[src/rtl/crt_pkg.sv]
package crt_pkg;
  localparam int REG_W  = 8;
  localparam int NREG   = 16;
  localparam int IDX_W  = $clog2(NREG);
  localparam int ADDR_W = 2 * REG_W;

  localparam int RI_HTOT  = 0;
  localparam int RI_HDE   = 1;
  localparam int RI_HBS   = 2;
  localparam int RI_HBE   = 3;
  localparam int RI_HSS   = 4;
  localparam int RI_HSE   = 5;
  localparam int RI_VTOT  = 6;
  localparam int RI_VDE   = 7;
  localparam int RI_VBS   = 8;
  localparam int RI_VBE   = 9;
  localparam int RI_VSS   = 10;
  localparam int RI_VSE   = 11;
  localparam int RI_SA_LO = 12;
  localparam int RI_SA_HI = 13;
  localparam int RI_OFS   = 14;
  localparam int RI_MODE  = 15;

  localparam int HB_END_W = 6;
  localparam int HS_END_W = 4;
  localparam int VB_END_W = REG_W;
  localparam int VS_END_W = 4;

  typedef logic [NREG-1:0][REG_W-1:0] reg_bank_t;
endpackage

[src/rtl/crt_regs.sv]
module crt_regs
  import crt_pkg::*;
(
  input  logic             clk_i,
  input  logic             rst_ni,
  input  logic             wr_en_i,
  input  logic [IDX_W-1:0] wr_addr_i,
  input  logic [REG_W-1:0] wr_data_i,
  input  logic             load_i,
  output reg_bank_t        shadow_o,
  output reg_bank_t        active_o
);
  reg_bank_t sh_q, act_q;

  always_ff @(posedge clk_i or negedge rst_ni) begin
    if (!rst_ni) begin
      sh_q <= '0;
    end else if (wr_en_i) begin
      sh_q[wr_addr_i] <= wr_data_i;
    end
  end

  // whole bank swaps at frame boundary only
  always_ff @(posedge clk_i or negedge rst_ni) begin
    if (!rst_ni) act_q <= '0;
    else if (load_i) act_q <= sh_q;
  end

  assign shadow_o = sh_q;
  assign active_o = act_q;

  p_hold_r10: assert property (@(posedge clk_i) disable iff (!rst_ni)
    !load_i |=> $stable(act_q));
  p_load_r10: assert property (@(posedge clk_i) disable iff (!rst_ni)
    load_i |=> act_q == $past(sh_q));
endmodule

[src/rtl/crt_hv_counter.sv]
module crt_hv_counter #(
  parameter int CNT_W = 8,
  parameter int DOT_W = 4
) (
  input  logic             clk_i,
  input  logic             rst_ni,
  input  logic             wide_i,
  input  logic [CNT_W-1:0] h_total_i,
  input  logic [CNT_W-1:0] v_total_i,
  output logic             char_end_o,
  output logic             line_end_o,
  output logic             frame_end_o,
  output logic [CNT_W-1:0] h_o,
  output logic [CNT_W-1:0] v_o,
  output logic [CNT_W-1:0] h_nxt_o,
  output logic [CNT_W-1:0] v_nxt_o
);
  logic [DOT_W-1:0] dot_q, dot_last;
  logic [CNT_W-1:0] h_q, v_q;

  assign dot_last    = wide_i ? DOT_W'(8) : DOT_W'(7);
  assign char_end_o  = (dot_q == dot_last);
  assign line_end_o  = char_end_o && (h_q == h_total_i);
  assign frame_end_o = line_end_o && (v_q == v_total_i);
  assign h_nxt_o     = (h_q == h_total_i) ? '0 : h_q + 1'b1;
  assign v_nxt_o     = (v_q == v_total_i) ? '0 : v_q + 1'b1;

  always_ff @(posedge clk_i or negedge rst_ni) begin
    if (!rst_ni) begin
      dot_q <= '0;
      h_q   <= '0;
      v_q   <= '0;
    end else begin
      dot_q <= char_end_o ? '0 : dot_q + 1'b1;
      if (char_end_o) h_q <= h_nxt_o;
      if (line_end_o) v_q <= v_nxt_o;
    end
  end

  assign h_o = h_q;
  assign v_o = v_q;

  p_dot_range_r2: assert property (@(posedge clk_i) disable iff (!rst_ni)
    dot_q <= dot_last);
  p_h_range_r3: assert property (@(posedge clk_i) disable iff (!rst_ni)
    h_q <= h_total_i);
  p_v_hold_r3: assert property (@(posedge clk_i) disable iff (!rst_ni)
    !line_end_o |=> $stable(v_q));
endmodule

[src/rtl/crt_pulse.sv]
// Set on start match, clear on low-bit end match; used for R5, R6 and R7.
module crt_pulse #(
  parameter int CNT_W = 8,
  parameter int END_W = 4
) (
  input  logic             clk_i,
  input  logic             rst_ni,
  input  logic             step_i,
  input  logic [CNT_W-1:0] cnt_nxt_i,
  input  logic [CNT_W-1:0] start_i,
  input  logic [CNT_W-1:0] end_i,
  output logic             flag_o
);
  logic flag_q;

  always_ff @(posedge clk_i or negedge rst_ni) begin
    if (!rst_ni) flag_q <= 1'b0;
    else if (step_i) begin
      if (cnt_nxt_i == start_i) flag_q <= 1'b1;
      else if (cnt_nxt_i[END_W-1:0] == end_i[END_W-1:0]) flag_q <= 1'b0;
    end
  end

  assign flag_o = flag_q;

  p_set_start_r5: assert property (@(posedge clk_i) disable iff (!rst_ni)
    step_i && (cnt_nxt_i == start_i) |=> flag_o);
  p_idle_hold_r5: assert property (@(posedge clk_i) disable iff (!rst_ni)
    !step_i |=> $stable(flag_o));
endmodule

[src/rtl/crt_addr_gen.sv]
module crt_addr_gen #(
  parameter int ADDR_W = 16,
  parameter int CNT_W  = 8,
  parameter int OFS_W  = 8
) (
  input  logic              clk_i,
  input  logic              rst_ni,
  input  logic              line_end_i,
  input  logic              frame_end_i,
  input  logic [ADDR_W-1:0] start_i,
  input  logic [OFS_W-1:0]  offset_i,
  input  logic [CNT_W-1:0]  h_i,
  output logic [ADDR_W-1:0] addr_o
);
  logic [ADDR_W-1:0] base_q;

  always_ff @(posedge clk_i or negedge rst_ni) begin
    if (!rst_ni) base_q <= '0;
    else if (frame_end_i) base_q <= start_i;
    else if (line_end_i) base_q <= base_q + ADDR_W'(offset_i);
  end

  assign addr_o = base_q + ADDR_W'(h_i);

  p_base_hold_r9: assert property (@(posedge clk_i) disable iff (!rst_ni)
    !line_end_i |=> $stable(base_q));
  p_frame_base_r9: assert property (@(posedge clk_i) disable iff (!rst_ni)
    frame_end_i |=> base_q == $past(start_i));
endmodule

[src/rtl/crt_timing.sv]
module crt_timing
  import crt_pkg::*;
(
  input  logic              clk_i,
  input  logic              rst_ni,
  input  logic              wr_en_i,
  input  logic [IDX_W-1:0]  wr_addr_i,
  input  logic [REG_W-1:0]  wr_data_i,
  output logic              hsync_o,
  output logic              vsync_o,
  output logic              blank_o,
  output logic              de_o,
  output logic [ADDR_W-1:0] addr_o
);
  reg_bank_t sh, act;
  logic wide, char_end, line_end, frame_end;
  logic [REG_W-1:0] h_cnt, v_cnt, h_nxt, v_nxt;
  logic hblank, vblank, hsync, vsync;

  crt_regs u_regs (
    .clk_i, .rst_ni, .wr_en_i, .wr_addr_i, .wr_data_i,
    .load_i(frame_end), .shadow_o(sh), .active_o(act)
  );

  assign wide = act[RI_MODE][0] & act[RI_MODE][1];

  crt_hv_counter #(.CNT_W(REG_W)) u_cnt (
    .clk_i, .rst_ni, .wide_i(wide),
    .h_total_i(act[RI_HTOT]), .v_total_i(act[RI_VTOT]),
    .char_end_o(char_end), .line_end_o(line_end), .frame_end_o(frame_end),
    .h_o(h_cnt), .v_o(v_cnt), .h_nxt_o(h_nxt), .v_nxt_o(v_nxt)
  );

  crt_pulse #(.CNT_W(REG_W), .END_W(HB_END_W)) u_hblank (
    .clk_i, .rst_ni, .step_i(char_end), .cnt_nxt_i(h_nxt),
    .start_i(act[RI_HBS]), .end_i(act[RI_HBE]), .flag_o(hblank));
  crt_pulse #(.CNT_W(REG_W), .END_W(HS_END_W)) u_hsync (
    .clk_i, .rst_ni, .step_i(char_end), .cnt_nxt_i(h_nxt),
    .start_i(act[RI_HSS]), .end_i(act[RI_HSE]), .flag_o(hsync));
  crt_pulse #(.CNT_W(REG_W), .END_W(VB_END_W)) u_vblank (
    .clk_i, .rst_ni, .step_i(line_end), .cnt_nxt_i(v_nxt),
    .start_i(act[RI_VBS]), .end_i(act[RI_VBE]), .flag_o(vblank));
  crt_pulse #(.CNT_W(REG_W), .END_W(VS_END_W)) u_vsync (
    .clk_i, .rst_ni, .step_i(line_end), .cnt_nxt_i(v_nxt),
    .start_i(act[RI_VSS]), .end_i(act[RI_VSE]), .flag_o(vsync));

  // next-frame start address comes from the shadow bank being loaded
  crt_addr_gen #(.ADDR_W(ADDR_W), .CNT_W(REG_W), .OFS_W(REG_W)) u_addr (
    .clk_i, .rst_ni, .line_end_i(line_end), .frame_end_i(frame_end),
    .start_i({sh[RI_SA_HI], sh[RI_SA_LO]}), .offset_i(act[RI_OFS]),
    .h_i(h_cnt), .addr_o(addr_o)
  );

  assign hsync_o = hsync;
  assign vsync_o = vsync;
  assign blank_o = hblank | vblank;
  assign de_o    = (h_cnt <= act[RI_HDE]) && (v_cnt <= act[RI_VDE]);

  p_de_blank_line_r4: assert property (@(posedge clk_i) disable iff (!rst_ni)
    (v_cnt > act[RI_VDE]) |-> !de_o);
  p_vsync_line_r7: assert property (@(posedge clk_i) disable iff (!rst_ni)
    !line_end |=> $stable(vsync_o));
endmodule

[config.mk]
export PLATFORM = sky130hd
export DESIGN_NAME = crt_timing
export DESIGN_NICKNAME = d
export VERILOG_FILES = /design/src/rtl/crt_pkg.sv /design/src/rtl/crt_regs.sv /design/src/rtl/crt_hv_counter.sv /design/src/rtl/crt_pulse.sv /design/src/rtl/crt_addr_gen.sv /design/src/rtl/crt_timing.sv
export SDC_FILE = /design/constraint.sdc
export NUM_CORES = 1
export LEC_CHECK = 0
export ABC_AREA = 1
export BUFFER_PORTS_ARGS = -buffer_cell sky130_fd_sc_hd__buf_2
export CORE_MARGIN = 4
export CORE_UTILIZATION = 40
export CTS_CLUSTER_SIZE = 10
export DETAILED_ROUTE_END_ITERATION = 10
export GPL_TIMING_DRIVEN = 0
export PLACE_DENSITY = 0.6
export SLEW_MARGIN = 10
export SYNTH_ARGS = -nofsm -noshare
export SYNTH_HDL_FRONTEND = slang
export SYNTH_SLANG_ARGS = --single-unit
[constraint.sdc]
create_clock -name clk_i -period 5.89 [get_ports clk_i]
set_input_delay 0.589 -clock clk_i [delete_from_list [all_inputs] [get_ports clk_i]]
set_output_delay 0.589 -clock clk_i [all_outputs]
set_load 0.1 [all_outputs]
==> results of run 1 <==
==> per-layer routing <==
| layer | GRT usage (%) | vias up | part of all wire (%) |
|---|---|---|---|
| li1 | - | 4863 | - |
| met5 | 0 | - | 0 |
| met2 | 32.29 | 230 | 45 |
| met3 | 4.147 | 41 | 5.9 |
| met4 | 4.053 | 0 | 1.9 |
| met1 | 29.85 | 4791 | 47 |
==> registers in the layout, indices dropped and copies added, names as in the netlist <==
register / flops
u_addr.base_q: 16
u_cnt.dot_q: 4
u_cnt.h_o: 8
u_cnt.v_o: 8
u_hblank.flag_o: 1
u_hsync.flag_o: 1
u_regs.active_o: 96
u_regs.shadow_o: 112
u_vblank.flag_o: 1
u_vsync.flag_o: 1
==> worst max-delay path by stage <==
stage / startpoint / endpoint / slack (ns) / depth (start not counted)
finish: u_cnt.h_o[2]$_DFFE_PN0P_ / addr_o[13] / 1.98 / 10
global route: u_cnt.h_o[2]$_DFFE_PN0P_ / addr_o[13] / 1.70 / 10
CTS: u_cnt.h_o[2]$_DFFE_PN0P_ / addr_o[13] / 1.97 / 10
detailed placement: u_cnt.h_o[2]$_DFFE_PN0P_ / addr_o[13] / 2.54 / 10
global placement: rst_ni / u_regs.shadow_o[50]$_DFFE_PN0P_ / -0.36 / 1
floorplan: u_cnt.h_o[2]$_DFFE_PN0P_ / addr_o[9] / 2.12 / 8
==> area by class of cell <==
type | count | area [sq um] | area share (%)
repair buffers | 36 | 235.2 | 1.736
well taps | 390 | 488.0 | 3.601
plain buffers | 54 | 262.8 | 1.939
inverters | 142 | 534.3 | 3.943
clock inverters | 2 | 12.51 | 0.09234
multi-input cells | 1037 | 5069 | 37.41
clock buffers | 33 | 740.7 | 5.466
flip-flops and latches | 248 | 6206 | 45.80
diodes | 1 | 2.502 | 0.01847
==> Yosys cell counts, drive strengths merged (2+ instances only) <==
master / instances / area share (%)
nor2: 85 / 2.8
buf: 20 / 1.1
fa: 2 / 0.33
nand3b: 2 / 0.12
a21oi: 42 / 1.7
xnor2: 13 / 0.94
ha: 35 / 3.6
a31oi: 2 / 0.10
a2bb2oi: 2 / 0.15
o21ai: 205 / 8.6
nand4: 7 / 0.36
a211oi: 3 / 0.19
inv: 141 / 4.4
nand3: 50 / 2.1
o21bai: 4 / 0.25
o221a: 2 / 0.19
nor3: 12 / 0.50
clkbuf: 34 / 1.1
o22ai: 5 / 0.26
o41ai: 2 / 0.15
xor2: 42 / 3.0
nand2: 515 / 16
dfrtp: 248 / 51
o211ai: 2 / 0.12
==> cells in the final DEF (no fill, tap or decap), types with 2 or more instances in the layout <==
cell type / netlist / final
sky130_fd_sc_hd__clkinv_2: 1 / 2
sky130_fd_sc_hd__nor2_1: 83 / 83
sky130_fd_sc_hd__clkbuf_16: 0 / 29
sky130_fd_sc_hd__nand2_1: 513 / 513
sky130_fd_sc_hd__o41ai_1: 2 / 2
sky130_fd_sc_hd__dfrtp_1: 248 / 248
sky130_fd_sc_hd__nand4_1: 7 / 7
sky130_fd_sc_hd__ha_1: 35 / 35
sky130_fd_sc_hd__buf_6: 5 / 5
sky130_fd_sc_hd__inv_1: 138 / 138
sky130_fd_sc_hd__xor2_1: 42 / 42
sky130_fd_sc_hd__nor3_1: 12 / 12
sky130_fd_sc_hd__buf_16: 0 / 2
sky130_fd_sc_hd__inv_2: 3 / 3
sky130_fd_sc_hd__buf_2: 14 / 47
sky130_fd_sc_hd__clkbuf_1: 33 / 37
sky130_fd_sc_hd__a21oi_1: 42 / 42
sky130_fd_sc_hd__o22ai_1: 5 / 5
sky130_fd_sc_hd__o21ai_0: 204 / 204
sky130_fd_sc_hd__a31oi_1: 2 / 2
sky130_fd_sc_hd__fa_1: 2 / 2
sky130_fd_sc_hd__o21bai_1: 4 / 4
sky130_fd_sc_hd__xnor2_1: 13 / 13
sky130_fd_sc_hd__a211oi_1: 3 / 3
sky130_fd_sc_hd__nand3_1: 50 / 50
sky130_fd_sc_hd__o221a_2: 2 / 2
sky130_fd_sc_hd__a2bb2oi_1: 2 / 2
sky130_fd_sc_hd__o211ai_1: 2 / 2
sky130_fd_sc_hd__nand3b_1: 2 / 2
==> per-stage QoR <==
stage	hold WS, ns	area (sq um)
floorplan	0.2934	12070
global placement	0.4487	12730
detailed placement	0.4514	12790
CTS	0.02840	13550
global route	0.06285	13550
finish	0.02615	13550
==> power by group <==
part,internal (W),switching [W]
Sequential,0.00223,0.000438
Combinational,0.000812,0.00206
Clock,0.000871,0.000659
Total,0.00391,0.00316
==> cell families after synthesis <==
kind of cell	synth area share, %
buffers and inverters	6.602
adder cells (fa/ha/maj)	3.959
AO/OA/AOI/OAI	11.93
flip-flops	51.41
XOR/XNOR	3.990
AND/OR/NAND/NOR	22.11
==> worst max-delay path, cell delays in order (launching register included) <==
cell	delay, ns
sky130_fd_sc_hd__dfrtp_1	0.51
sky130_fd_sc_hd__ha_1	0.43
sky130_fd_sc_hd__nand3_1	0.10
sky130_fd_sc_hd__nand2_1	0.11
sky130_fd_sc_hd__a31oi_1	0.12
sky130_fd_sc_hd__o21ai_0	0.36
sky130_fd_sc_hd__nand2_1	0.09
sky130_fd_sc_hd__a21oi_1	0.39
sky130_fd_sc_hd__nand3b_1	0.16
sky130_fd_sc_hd__nand2_1	0.10
sky130_fd_sc_hd__buf_2	0.43
==> qor.tcl, run 1 <==
set qor(result_of_the_run) {finished clean}
set qor(first_global_vias) 9697
set qor(synth-edff-count) 0
set qor(fmax_ghz) 0.2556
set qor(initial_core_util_pct) 40.62
set qor(final_antenna_net_count) 0
set qor(final_cells) 1943
set qor(detailedPlacementHpwl_um) 23790
set qor(postCtsHoldBufs) 0
set qor(detail_route.first_pass.iterations) 5
set qor(clock-skew-final_ns) 0.01453
set qor(root_buffer_master) {sky130_fd_sc_hd__clkbuf_16}
set qor(gp_routability_congestion) 0.8757
set qor(number_of_standard_cells_after_synthesis) 1481
set qor(maxSlewHeadroom_pct) 32.07
set qor(clk_pin_slew_ns) 0.06
set qor(power_density_nw_per_um2) 521.9
set qor(critPathArrivalTime_ns) 3.32
set qor(die_height_um) 181.7
set qor(top_level_ports) 35
set qor(dominantRegCellSynth) {sky130_fd_sc_hd__dfrtp_1}
set qor(clock_sinks) 248
set qor(grt.total_usage_pct) 20.56
set qor(grt_pass1_wl_um) 54370
set qor(crit_path_max_fanout) 7
set qor(post_route_fraction_of_the_period_consumed_by_the_critical_path_pct) 66.42
set qor(clock_tree.htree_level_count) 1
set qor(power_leakage_nw) 6.773
set qor(max-cap-violations) 0
set qor(finalCoreUtilization_pct) 45.60
set qor(tns_setup_ns) 0
set qor(grt_max_degree) 97
set qor(min_period_ns) 3.912
set qor(antenna_violations_before_repair) 1
set qor(synth.ff_latch_count) 248
set qor(clock_tree_from_tritoncts) {built}
set qor(placed_cells_incl_taps) 1907
set qor(timing.setup.critical_path_class) {reg2out}
set qor(synth_sequential_area_ratio_pct) 51.41
set qor(source_of_the_worst_register_to_register_timing_path) {u_cnt.h_o[5]$_DFFE_PN0P_}
set qor(postRouteWirelength_um) 33790
set qor(worst-r2r-cell-count) 11
set qor(fin_nets) 1600
set qor(yosysWarningCount) 0
set qor(netlist-cell-type-count) 39
set qor(fp.dieArea_sq_um) 33020
set qor(floorplan.die.width_um) 181.7
set qor(io_buffers) 34
set qor(worst_setup_path_start_kind) {register}
set qor(grt_remaining_overflow) 0
set qor(row_count) 63
set qor(routedWlPerCell_um) 17.39
set qor(setup.worst_path.end_class) {output port}
set qor(tightestPinTransition_ns) 1.019
set qor(post_route_cells_drive_above_1_share_pct) 6.443
set qor(vdd_drop_max_v) 0.0004333
set qor(hold_viol) 0
set qor(timing.final.max_slew_violations) 0
set qor(r2r_slack_ns) 3.19
set qor(cts-root-to-sink-buffers) 3
set qor(cts_repair_resized_insts) 0
set qor(type_of_the_most_critical_hold_path) {in2async}
set qor(timing.final.ws_setup_ns) 1.978
set qor(post-cts-setup-buffers) 0
set qor(worstPathRequired_ns) 5.30
set qor(area_growth_syn_to_layout_pct) 12.25
set qor(core_region_area_sq_um) 29720
set qor(synth_fp_nets) 1533
set qor(report.final.setup_viol) 0
set qor(insertion_delay_ns) 0.54
set qor(post_synth_design_cell_area_sq_um) 12070
set qor(rsz0062_at_grt) {no}
set qor(via_count) 9925
set qor(p_total_w) 0.007072
set qor(postSynthAreaPerCell_sq_um) 8.151
set qor(drt_iter0_drc) 820
set qor(post-place-ws_ns) 2.537
set qor(vias_per_cell) 5.108
set qor(drcViolationCount) 0
set qor(cts_inserted_buffers) 29
set qor(worstReg2RegEnd) {u_addr.base_q[0]$_DFFE_PN0P_}
set qor(synth_async_sr_flop_share_pct) 100.0
set qor(fillerInstances) 2921
No activity file was read; power rests on OpenSTA's default activity.
==> run 2, diff against run 1 <==
==> constraint.sdc (replaced) <==
create_clock -name clk_i -period 3.8 [get_ports clk_i]
set_input_delay 0.38 -clock clk_i [delete_from_list [all_inputs] [get_ports clk_i]]
set_output_delay 0.38 -clock clk_i [all_outputs]
set_load 0.1 [all_outputs]
==> run 2 against run 1 <==
  * Clock skew barely moved
  * Sequential share of layout area decreased by 0.055 points
  * Utilization grew 0.055 points
  * Total power increased by 55%
  * Count of clock-buffer cells in the layout did not move
  * Setup slack worse by 1.7 ns
  * Worst hold slack improved by 0.065 ns
  * Flip-flop and latch count is the same
  * Clock power is 55% higher
  * Sequential power up 55%
  * Register-to-register slack got worse by 2.1 ns
==> qor.tcl, run 2 (synthesis results as in run 1) <==
set qor(power_density_nw_per_um2) 808.3
set qor(postRouteWirelength_um) 33730
set qor(row_count) 63
set qor(min_period_ns) 3.556
set qor(core_region_area_sq_um) 29720
set qor(fillerInstances) 2918
set qor(final_design_area_no_fill_sq_um) 13570
set qor(cts-root-to-sink-buffers) 3
set qor(maxSlewHeadroom_pct) 31.76
set qor(hold_ws_ns) 0.09148
set qor(final_antenna_net_count) 0
set qor(setup.worst_path.end_class) {output port}
set qor(r2r_slack_ns) 1.09
set qor(die_height_um) 181.7
set qor(grt.total_usage_pct) 20.57
set qor(source_of_the_worst_register_to_register_timing_path) {u_cnt.h_o[5]$_DFFE_PN0P_}
set qor(io_buffers) 34
set qor(fin_nets) 1601
set qor(timing.critical_path.from) {u_cnt.h_o[2]$_DFFE_PN0P_}
set qor(type_of_the_most_critical_hold_path) {in2reg}
set qor(placed_cells_incl_taps) 1907
set qor(grt_remaining_overflow) 0
set qor(result_of_the_run) {finished clean}
set qor(timing.final.max_slew_violations) 0
set qor(globalRouteMet1Util_pct) 29.86
set qor(drcViolationCount) 0
set qor(vdd_drop_max_v) 0.0006735
set qor(min_from) {wr_data_i[1]}
set qor(first_global_vias) 9700
set qor(timing.setup.critical_path_class) {reg2out}
set qor(final_cells) 1944
set qor(fp.dieArea_sq_um) 33020
set qor(clock_sinks) 248
set qor(clock-skew-final_ns) 0.01460
set qor(internal_power_w) 0.006070
set qor(worstPathRequired_ns) 3.42
set qor(rsz0062_at_grt) {no}
set qor(cts_inserted_buffers) 29
set qor(hold_viol) 0
set qor(global_routing_usage_on_met3_pct) 4.147
set qor(finalCoreUtilization_pct) 45.65
set qor(area_growth_syn_to_layout_pct) 12.39
set qor(report.final.setup_viol) 0
set qor(sw_frac_of_total_pct) 44.65
set qor(pwr-share-clk_pct) 21.6
set qor(crit_path_max_fanout) 7
set qor(max-cap-violations) 0
set qor(placedInstanceArea_sq_um) 12790
set qor(sequential_cell_fraction_of_total_power_pct) 37.7
set qor(vias_per_cell) 5.100
set qor(detail_route.first_pass.iterations) 5
set qor(post_route_fraction_of_the_period_consumed_by_the_critical_path_pct) 93.58
set qor(initial_core_util_pct) 40.62
set qor(largest_register_ff_count) 112
set qor(fmax_ghz) 0.2812
set qor(routedWlPerCell_um) 17.35
set qor(tightestPinTransition_ns) 1.024
set qor(p_switching_w) 0.004896
set qor(combinationalPowerShare_pct) 40.7
set qor(grt_util_met2_pct) 32.29
set qor(post-cts-setup-buffers) 0
set qor(final_cell_mix) {sky130_fd_sc_hd__nand2_1 (513), sky130_fd_sc_hd__dfrtp_1 (248), sky130_fd_sc_hd__o21ai_0 (204)}
set qor(grt_pass1_wl_um) 54390
set qor(via_count) 9915
set qor(post_route_cells_drive_above_1_share_pct) 6.504
set qor(drt_iter0_drc) 828
set qor(antenna_violations_before_repair) 1
set qor(mostFrequentLayoutCell) {sky130_fd_sc_hd__nand2_1}
set qor(most_used_layer_global_route) {met2}
set qor(clock_tree.htree_level_count) 1
set qor(critPathArrivalTime_ns) 3.18
set qor(clk_pin_slew_ns) 0.06
set qor(timing.final.ws_setup_ns) 0.2441
set qor(insertion_delay_ns) 0.54
set qor(worst_setup_path_start_kind) {register}
set qor(gp_routability_congestion) 0.8757
set qor(post-place-ws_ns) 0.6562
set qor(grt_max_degree) 97
set qor(floorplan.die.width_um) 181.7
set qor(detailedPlacementHpwl_um) 23790
set qor(power_leakage_nw) 6.778
set qor(top_level_ports) 35
set qor(clock_tree_from_tritoncts) {built}
set qor(root_buffer_master) {sky130_fd_sc_hd__clkbuf_16}
## run 2: timing repair
| item | CTS | global route |
|---|---|---|
| resized for setup | 0 | 2 |
| hold buffers | 1 | 0 |
| hold endpoints to repair | 64 | 0 |
| setup endpoints to repair | 0 | 3 |
## run 2: layer usage
layer  vias to the layer above  part of all wire (%)
li1                       4861                     -
met1                      4790                    47
met2                       221                    45
met3                        43                   6.0
met4                         0                   2.0
met5                         -                     0
## run 2: worst paths after layout
kind                                              endpoint  depth (start not counted)
max reg2reg                   u_addr.base_q[0]$_DFFE_PN0P_                         11
min                        u_regs.shadow_o[41]$_DFFE_PN0P_                          3
min reg2reg                    u_vblank.flag_o$_DFFE_PN0P_                          2
max in group asynchronous  u_regs.active_o[77]$_DFFE_PN0P_                          3
max                                              addr_o[9]                          9
min in group asynchronous   u_regs.shadow_o[1]$_DFFE_PN0P_                          2
## run 2: power by group through the flow
stage | Sequential (W) | Combinational [W] | Clock [W]
2_1_floorplan | 0.00395 | 0.00356 | 0
3_3_place_gp | 0.00414 | 0.00436 | 0
3_5_place_dp | 0.00415 | 0.00445 | 0
4_1_cts | 0.00412 | 0.00447 | 0.00242
5_1_grt | 0.00423 | 0.00498 | 0.00253
6_report | 0.00414 | 0.00446 | 0.00237
## run 2: area by class of cell
cell class                 count  area, sq um  area share (%)
antenna                        1        2.502         0.01845
buffer                        54        262.8           1.937
clock buffer                  33        740.7           5.460
clock inverter                 2        12.51         0.09223
inverter                     142        534.3           3.938
multi-input combinational   1037         5072           37.39
sequential                   248         6206           45.74
tap                          390        488.0           3.597
timing repair buffer          37        247.7           1.826
## run 2: through the flow
step,total power (W),TNS (ns)
floorplan,0.007512,0
global placement,0.008496,-549.52
detailed placement,0.008603,0
CTS,0.01101,0
global route,0.01174,0
finish,0.01097,0
## run 2: critical path, stage by stage (launching register included)
cell                      delay (ns)
sky130_fd_sc_hd__dfrtp_1        0.51
sky130_fd_sc_hd__ha_1           0.43
sky130_fd_sc_hd__nand3_1        0.10
sky130_fd_sc_hd__nand2_1        0.11
sky130_fd_sc_hd__a31oi_1        0.12
sky130_fd_sc_hd__o21ai_0        0.37
sky130_fd_sc_hd__nand2_1        0.12
sky130_fd_sc_hd__a21oi_2        0.29
sky130_fd_sc_hd__xor2_1         0.17
sky130_fd_sc_hd__buf_2          0.44
==> run 3, diff against run 2 <==
--- a/config.mk
+++ b/config.mk
@@ -8,11 +8,11 @@
 export ABC_AREA = 1
 export BUFFER_PORTS_ARGS = -buffer_cell sky130_fd_sc_hd__buf_2
 export CORE_MARGIN = 4
-export CORE_UTILIZATION = 40
+export CORE_UTILIZATION = 55
 export CTS_CLUSTER_SIZE = 10
 export DETAILED_ROUTE_END_ITERATION = 10
 export GPL_TIMING_DRIVEN = 0
-export PLACE_DENSITY = 0.6
+export PLACE_DENSITY = 0.77
 export SLEW_MARGIN = 10
 export SYNTH_ARGS = -nofsm -noshare
 export SYNTH_HDL_FRONTEND = slang
==> run 3 against run 2 <==
  * Routed wire length is 4.3% lower
  * Worst hold slack worse by 0.024 ns
  * Final cell count shrank 6.0%
  * Clock power about the same
  * Cell area fell by 1.0%
  * Via count is 2.7% higher
  * Register-to-register slack improved by 0.02 ns
  * Sequential power barely moved
  * First-iteration DRC count rose by 34%
  * Global-route usage is 6.6 points higher
==> qor.tcl, run 3 (synthesis results as in run 1) <==
set qor(detail_route.first_pass.iterations) 6
set qor(clock_tree_from_tritoncts) {built}
set qor(cp.buffers_inverters) 1
set qor(power_density_nw_per_um2) 817.4
set qor(max-cap-violations) 0
set qor(clock_sinks) 248
set qor(final_antenna_net_count) 0
set qor(gp_routability_congestion) 0.9159
set qor(die_height_um) 156.2
set qor(antenna_violations_before_repair) 1
set qor(fp.dieArea_sq_um) 24380
set qor(cts_inserted_buffers) 29
set qor(floorplan.die.width_um) 156.2
set qor(vdd_drop_max_v) 0.0007015
set qor(core_region_area_sq_um) 21290
set qor(crit_family) {compound AO/OA/AOI/OAI gates}
set qor(result_of_the_run) {finished clean}
set qor(cts-root-to-sink-buffers) 3
set qor(initial_core_util_pct) 56.71
set qor(final_design_area_no_fill_sq_um) 13430
set qor(min_period_ns) 3.505
set qor(grt_remaining_overflow) 0
set qor(postRouteWirelength_um) 32290
set qor(tns_setup_ns) 0
set qor(fin_nets) 1601
set qor(timing.final.max_slew_violations) 0
set qor(critical-path-max-stage-delay_ns) 0.49
set qor(setup.worst_path.end_class) {output port}
set qor(area_growth_syn_to_layout_pct) 11.21
set qor(largest_register_ff_count) 112
set qor(grt_max_degree) 111
set qor(maxSlewHeadroom_pct) 34.83
set qor(mostFrequentLayoutCell) {sky130_fd_sc_hd__nand2_1}
set qor(clk_pin_slew_ns) 0.06
set qor(cell_repeated_most_along_the_worst_path) {sky130_fd_sc_hd__nand2_1}
set qor(io_buffers) 34
set qor(tightestPinTransition_ns) 0.9701
set qor(final_cell_mix) {sky130_fd_sc_hd__nand2_1 (513), sky130_fd_sc_hd__dfrtp_1 (248), sky130_fd_sc_hd__o21ai_0 (204)}
set qor(report.final.setup_viol) 0
set qor(fmax_ghz) 0.2853
set qor(top_level_ports) 35
set qor(grt_pass1_wl_um) 52560
set qor(post-cts-setup-buffers) 0
set qor(crit_slowest_cell) {sky130_fd_sc_hd__dfrtp_1}
set qor(insertion_delay_ns) 0.54
set qor(timing.final.ws_setup_ns) 0.2949
set qor(power_leakage_nw) 6.783
set qor(drcViolationCount) 0
set qor(hold_viol) 0
set qor(worstPathRequired_ns) 3.42
set qor(detailedPlacementHpwl_um) 22860
set qor(rsz0062_at_grt) {no}
set qor(crit_path_cells) {ha_1, nand3_1, nand2_1, a31oi_1, o21ai_0, nand2_1, a21oi_2, xor2_1, buf_2}
set qor(root_buffer_master) {sky130_fd_sc_hd__clkbuf_16}
set qor(grt.total_usage_pct) 27.19
set qor(critPathArrivalTime_ns) 3.13
set qor(post-place-ws_ns) 0.7473
set qor(first_global_vias) 9793
set qor(fillerInstances) 1827
set qor(row_count) 53
set qor(vias_per_cell) 5.573
set qor(clock-skew-final_ns) 0.01335
set qor(type_of_the_most_critical_hold_path) {in2reg}
set qor(crit_path_max_fanout) 7
set qor(clock_tree.htree_level_count) 1
set qor(post_route_cells_drive_above_1_share_pct) 6.512
set qor(timing.setup.critical_path_class) {reg2out}
set qor(post_route_fraction_of_the_period_consumed_by_the_critical_path_pct) 92.24
set qor(via_count) 10180
set qor(placedInstanceArea_sq_um) 12650
set qor(routedWlPerCell_um) 17.67
set qor(drt_iter0_drc) 1108
set qor(worst_setup_path_start_kind) {register}
==> run 3: changes by cell type in the layout (fill, tap and decap cells not counted) <==
cell,delta
sky130_fd_sc_hd__inv_6,+1
sky130_fd_sc_hd__clkinvlp_4,-1
sky130_fd_sc_hd__clkinv_2,-1
sky130_fd_sc_hd__clkbuf_8,+1
sky130_fd_sc_hd__clkbuf_1,-2
==> run 3: final timing paths <==
path | from | to | slack, ns | depth (start not counted)
worst max register to register | u_cnt.h_o[5]$_DFFE_PN0P_ | u_addr.base_q[0]$_DFFE_PN0P_ | 1.11 | 11
worst min-delay path | wr_data_i[4] | u_regs.shadow_o[76]$_DFFE_PN0P_ | 0.07 | 3
worst max-delay path | u_cnt.h_o[2]$_DFFE_PN0P_ | addr_o[9] | 0.29 | 9
max in group asynchronous | rst_ni | u_regs.active_o[83]$_DFFE_PN0P_ | 2.17 | 4
worst min register to register | u_regs.shadow_o[8]$_DFFE_PN0P_ | u_regs.active_o[8]$_DFFE_PN0P_ | 0.47 | 2
min in group asynchronous | rst_ni | u_regs.active_o[37]$_DFFE_PN0P_ | 0.33 | 2
==> run 3: repair_timing <==
item,4_1_cts,5_1_grt
hold buffers,1,0
hold endpoints to repair,46,0
gates resized for setup,0,2
setup endpoints to repair,0,3
==> run 3: worst reg2reg max path: cells and delay by family, from the launching register on <==
family,cells,cell delay [ns]
and+or+nand+nor,5,0.93
buffers and inverters,3,0.72
AOI/OAI and AO/OA,3,0.42
DFF,1,0.48
==> run 3: layout make-up <==
class                           count  area [sq um]  share of cell area (%)
Tap cell                          275         344.1                   2.563
Buffer                             54         262.8                   1.957
Timing Repair Buffer               37         247.7                   1.845
Clock buffer                       32         747.0                   5.564
Antenna cell                        1         2.502                 0.01864
Multi-Input combinational cell   1037          5072                   37.78
Clock inverter                      1         8.758                 0.06524
Inverter                          142         534.3                   3.979
Sequential cell                   248          6206                   46.23
==> run 3: where the power goes <==
| part | switching, W | internal, W |
|---|---|---|
| combinational | 0.00323 | 0.00127 |
| clock | 0.00100 | 0.00136 |
| sequential | 0.000658 | 0.00346 |
| total | 0.00489 | 0.00609 |
==> run 3: routing by layer <==
metal  share of wire [%]  up-vias  GRT usage [%]
met5                   0        -              0
met4                 3.5        0          8.843
met3                 7.8       82          4.521
met2                  45      377          41.94
met1                  44     4864          39.67
li1                    -     4858              -
==> run 3: per-stage QoR <==
| step | power, W | hold WS (ns) | std cells | utilization [%] |
|---|---|---|---|---|
| 2_1_floorplan | 0.007512 | 0.08441 | 1481 | - |
| 3_3_place_gp | 0.008421 | 0.4488 | 1790 | 59.13 |
| 3_5_place_dp | 0.008569 | 0.3020 | 1792 | 59.43 |
| 4_1_cts | 0.01097 | 0.05154 | 1826 | 63.03 |
| 5_1_grt | 0.01166 | 0.07195 | 1826 | 63.06 |
| 6_report | 0.01097 | 0.06765 | 1827 | 63.07 |
